File: src/rtl/pir_pkg.sv
package pir_pkg;
  localparam int NCOND = 21;
  localparam int CW    = $clog2(NCOND);
  localparam int NGRP  = 3;
  // exclusive tiers: inclusive index ranges
  localparam int GRP_LO [NGRP] = '{8, 13, 18};
  localparam int GRP_HI [NGRP] = '{11, 17, 20};

  typedef enum logic [CW-1:0] {
    CAUSE_PSW_BIT, CAUSE_ODD_IA, CAUSE_EXA1, CAUSE_EXA2, CAUSE_EX_ALIGN,
    CAUSE_IFA1, CAUSE_IFA2, CAUSE_IFA3, CAUSE_OPER, CAUSE_PRIV, CAUSE_EXEC,
    CAUSE_SPOP, CAUSE_SPEC, CAUSE_OPND, CAUSE_DATA, CAUSE_DDIV, CAUSE_PGST,
    CAUSE_PGTR, CAUSE_FXDIV, CAUSE_FPDIV, CAUSE_COMPL
  } cause_e;
endpackage

File: src/rtl/pir_pick.sv
module pir_pick #(
  parameter int N = 21,
  parameter int W = $clog2(N)
) (
  input  logic [N-1:0] req,
  output logic         any,
  output logic [W-1:0] idx
);
  always_comb begin
    any = 1'b0;
    idx = '0;
    for (int i = N - 1; i >= 0; i--) begin
      if (req[i]) begin
        any = 1'b1;
        idx = W'(i);
      end
    end
  end
endmodule

File: src/rtl/pir_clash.sv
module pir_clash
  import pir_pkg::*;
(
  input  logic [NCOND-1:0] cond,
  input  logic [CW-1:0]    win,
  output logic             clash
);
  logic [NGRP-1:0] in_grp;
  logic [NGRP-1:0] multi;

  for (genvar g = 0; g < NGRP; g++) begin : g_tier
    localparam int LO = GRP_LO[g];
    localparam int HI = GRP_HI[g];
    assign in_grp[g] = (win >= CW'(LO)) && (win <= CW'(HI));
    assign multi[g]  = $countones(cond[HI:LO]) > 1;
  end

  assign clash = |(in_grp & multi);
endmodule

File: src/rtl/pir_defer.sv
module pir_defer (
  input  logic clk,
  input  logic rst,
  input  logic accept,
  input  logic psw_set,
  input  logic any_cond,
  output logic pend
);
  always_ff @(posedge clk) begin
    if (rst)
      pend <= 1'b0;
    else if (accept)
      pend <= pend ? 1'b0 : (psw_set && !any_cond);
  end
endmodule

File: src/rtl/prog_int_resolver.sv
module prog_int_resolver
  import pir_pkg::*;
(
  input  logic             clk,
  input  logic             rst,
  input  logic             in_valid,
  output logic             in_ready,
  input  logic [NCOND-1:0] in_cond,
  input  logic             in_psw_set,
  output logic             out_valid,
  input  logic             out_ready,
  output logic [CW-1:0]    out_cause,
  output logic             out_clash
);
  logic          accept;
  logic          any_cond;
  logic [CW-1:0] win_idx;
  logic          tier_clash;
  logic          pend;

  assign in_ready = !out_valid || out_ready;
  assign accept   = in_valid && in_ready;

  pir_pick #(.N(NCOND), .W(CW)) u_pick (
    .req (in_cond),
    .any (any_cond),
    .idx (win_idx)
  );

  pir_clash u_clash (
    .cond  (in_cond),
    .win   (win_idx),
    .clash (tier_clash)
  );

  pir_defer u_defer (
    .clk      (clk),
    .rst      (rst),
    .accept   (accept),
    .psw_set  (in_psw_set),
    .any_cond (any_cond),
    .pend     (pend)
  );

  always_ff @(posedge clk) begin
    if (rst) begin
      out_valid <= 1'b0;
      out_cause <= '0;
      out_clash <= 1'b0;
    end else if (accept) begin
      out_valid <= pend || any_cond;
      out_cause <= pend ? CAUSE_PSW_BIT : win_idx;
      out_clash <= pend ? 1'b0 : tier_clash;
    end else if (out_ready) begin
      out_valid <= 1'b0;
    end
  end
endmodule

File: config.mk
export PLATFORM = sky130hd
export DESIGN_NAME = prog_int_resolver
export DESIGN_NICKNAME = d
export VERILOG_FILES = /design/src/rtl/pir_pkg.sv /design/src/rtl/pir_pick.sv /design/src/rtl/pir_clash.sv /design/src/rtl/pir_defer.sv /design/src/rtl/prog_int_resolver.sv
export SDC_FILE = /design/constraint.sdc
export NUM_CORES = 1
export LEC_CHECK = 0
export BUFFER_PORTS_ARGS = -buffer_cell sky130_fd_sc_hd__buf_4
export CAP_MARGIN = 25
export CORE_MARGIN = 5
export CORE_UTILIZATION = 40
export DETAILED_ROUTE_END_ITERATION = 8
export PLACE_DENSITY = 0.66
export RECOVER_POWER = 50
export SLEW_MARGIN = 0
export SYNTH_ARGS = -nofsm -noshare
export SYNTH_HDL_FRONTEND = slang
export SYNTH_SLANG_ARGS = --single-unit
File: constraint.sdc
create_clock -name clk -period 4.7 [get_ports clk]
set_clock_uncertainty 0.15 [all_clocks]
set_input_delay 1.175 -clock clk [delete_from_list [all_inputs] [get_ports clk]]
set_output_delay 1.175 -clock clk [all_outputs]
set_load 0.05 [all_outputs]
==> flow_metrics.env <==
export IMPL_num_vias=857
export IMPL_holdBufCountCts=0
export IMPL_synth_largest_area_cell="dfxtp_1"
export IMPL_total_power_w=0.000190
export IMPL_yosys_warnings=0
export IMPL_synth_area_per_cell_um2=7.91
export IMPL_worstSetupPathType="in2out"
export IMPL_fin_ws_ns=1.70
export IMPL_design_area_um2=1040
export IMPL_min_period_ns=3.00
export IMPL_cts_tree="yes"
export IMPL_cts_buffers=3
export IMPL_crit_fanout=4
export IMPL_antenna_left=0
export IMPL_busiest_layer="met2"
export IMPL_critPathCaptureType="output pin"
export IMPL_crit_family="buffers and inverters"
export IMPL_first_iter_violations=10
export IMPL_grt_pass1_wl_um=3060
export IMPL_gp_congestion=0.703
export IMPL_ys_seq_elements=8
export IMPL_synth_ff_type="dfxtp_1"
export IMPL_clockBufferDepth=2
export IMPL_startpoint_type="input port"
export IMPL_grt_max_degree=10
export IMPL_cts_setup_buffers=0
export IMPL_via_per_inst=5.36
export IMPL_worstPathRequired_ns=3.38
export IMPL_clock_sinks=8
export IMPL_cpMaxStageDelayCell="buf_4"
export IMPL_synth_cell_types=33
export IMPL_synth_edf_count=0
export IMPL_grt_met2_usage_pct=25.1
export IMPL_powerDensity_nw_per_um2=182
export IMPL_syn2layout_area_growth_pct=33.1
export IMPL_dr_pass1_iters=4
export IMPL_outcome="finished clean"
export IMPL_finalSetupTns_ns=0
export IMPL_setup_viol=0
export IMPL_die_x_um=54.3
export IMPL_crit_top_cell="buf_4"
export IMPL_slew_headroom_pct=59.4
export IMPL_wl_per_cell_um=12.0
export IMPL_track_usage_pct=13.8
export IMPL_core_area_um2=1920
export IMPL_insertion_delay_ns=0.26
export IMPL_ys_top_cells_by_area="dfxtp_1 20%, ha_1 13%, nor2_1 6.7%, fa_1 5.1%, a22oi_1 4.8%"
export IMPL_hold_path_class="reg2reg"
export IMPL_fin_nets=171
export IMPL_grt_pass1_vias=787
export IMPL_worstMarginPinSlew_ns=0.612
export IMPL_rsz0062_at_grt="no"
export IMPL_pre_cts_slack_ns=1.57
export IMPL_slew_violations=0
export IMPL_maxCapViolCount=0
export IMPL_ys_seq_area_share_pct=20.4
export IMPL_syn_area_um2=783
export IMPL_portBuffers=33
export IMPL_use_met1_pct=16.1
export IMPL_overflow=0
export IMPL_clockRootBuffer="clkbuf_4"
export IMPL_worst_ep_arrival_time_ns=1.67
export IMPL_synth_nets=135
export IMPL_finalHoldViolCount=0
export IMPL_ioPinCount=34
export IMPL_max_freq_mhz=334
export IMPL_n_antenna_cell=0
export IMPL_path_buf_inv=2
export IMPL_row_count=16
export IMPL_h_tree_depth=1
export IMPL_cpPeakStageDelay_ns=0.21
export IMPL_initial_utilization_pct=40.8
export IMPL_cts_clk_slew_worst_paths_ns=0.05
export IMPL_ir_drop_mv=0.0856
export IMPL_drive_gt1_share_pct=25.6
export IMPL_fin_crit_sh_pct=63.8
export IMPL_dpl_cell_area_um2=1050
export IMPL_die_h_um=54.3
export IMPL_drc_errors=0
export IMPL_crit_chain="buf_4, nand2b_1, buf_4"
export IMPL_die_area_um2=2940
export IMPL_leakage_nw=0.452
export IMPL_use_met3_pct=0.272
export IMPL_cts_resized_gates=0
export IMPL_wl_um=1920
export IMPL_synthCells=99
export IMPL_ys_async_sr_fraction_pct=0
export IMPL_dpl_hpwl_um=1660
export IMPL_grt_antenna_before_repair=0
export IMPL_synthDominantCellAreaShare_pct=20.4
==> Yosys cell counts, types with 2 or more instances <==
library cell / n
nand4_1: 2
nand2b_1: 3
nor4_2: 2
a21oi_1: 7
nor2_1: 14
nand2_1: 6
o21bai_1: 3
o31ai_1: 3
o221a_1: 2
ha_1: 8
dfxtp_1: 8
nor2b_1: 3
nor4_1: 4
inv_1: 6
fa_1: 2
a22oi_1: 5
o21ai_0: 2
nor3_1: 4
==> worst paths after layout <==
check	from	to	slack, ns	depth (start not counted)
setup / recovery	out_ready	in_ready	1.70	3
hold / removal	out_clash	out_clash	0.35	2
setup reg to reg	out_valid	out_cause[2]	3.30	5
hold reg to reg	out_clash	out_clash	0.35	2
==> final cells by class <==
| class | count | area, um^2 |
|---|---|---|
| Fill cell | 215 | 880 |
| Multi-Input combinational cell | 83 | 586 |
| Timing Repair Buffer | 33 | 218 |
| Sequential cell | 8 | 160 |
| Tap cell | 27 | 33.8 |
| Clock buffer | 3 | 22.5 |
| Inverter | 6 | 22.5 |
==> worst reg2reg max path, stage by stage (launching register included) <==
cell	delay, ns
dfxtp_1	0.31
nand2b_1	0.13
nand2_1	0.21
nor2_1	0.31
a22oi_1	0.11
nor2_1	0.12
==> kinds of logic (layout without fill, tap and decap cells) <==
family                   after synthesis  in the layout  share of synthesized area [%]
AO/OA/AOI/OAI                         28             28                           24.9
adder cells (fa/ha/maj)               10             10                           17.9
buffers and inverters                  8             42                           4.79
flip-flops                             8              8                           20.4
multiplexers                           1              1                           1.28
AND/OR/NAND/NOR                       44             44                           30.7
==> stage by stage <==
stage	instances	utilization, %	hold WS, ns
global placement	157	54.6	0.325
detailed placement	157	54.6	0.338
CTS	160	55.8	0.347
global route	160	54.2	0.389
floorplan	99	-	0.309
finish	160	54.2	0.349
==> power breakdown <==
part           internal (W)  leakage [nW]  total (W)  switching [W]
Clock             0.0000292        0.0138  0.0000520      0.0000228
Combinational     0.0000303         0.373  0.0000673      0.0000370
Sequential        0.0000695        0.0650  0.0000703    0.000000797
==> cell usage in the layout, fill, tap and decap left out, types with 3 or more instances in the layout <==
cell type / n
buf_4: 25
nor2_1: 14
ha_1: 8
clkbuf_1: 8
dfxtp_1: 8
a21oi_1: 7
inv_1: 6
nand2_1: 6
a22oi_1: 5
nor4_1: 4
nor3_1: 4
nand2b_1: 3
o31ai_1: 3
o21bai_1: 3
nor2b_1: 3
clkbuf_4: 3
==> registers in the layout, summed over array words and instances (netlist names) <==
| name | cells |
|---|---|
| u_defer.pend | 1 |
| out_cause | 5 |
| out_clash | 1 |
| out_valid | 1 |
==> per-layer routing <==
metal	wire, um	vias up
li1	-	435
met1	829	393
met2	944	24
met3	97	5
met4	46	0
met5	0	-
Power figures use the tool's default switching activity.
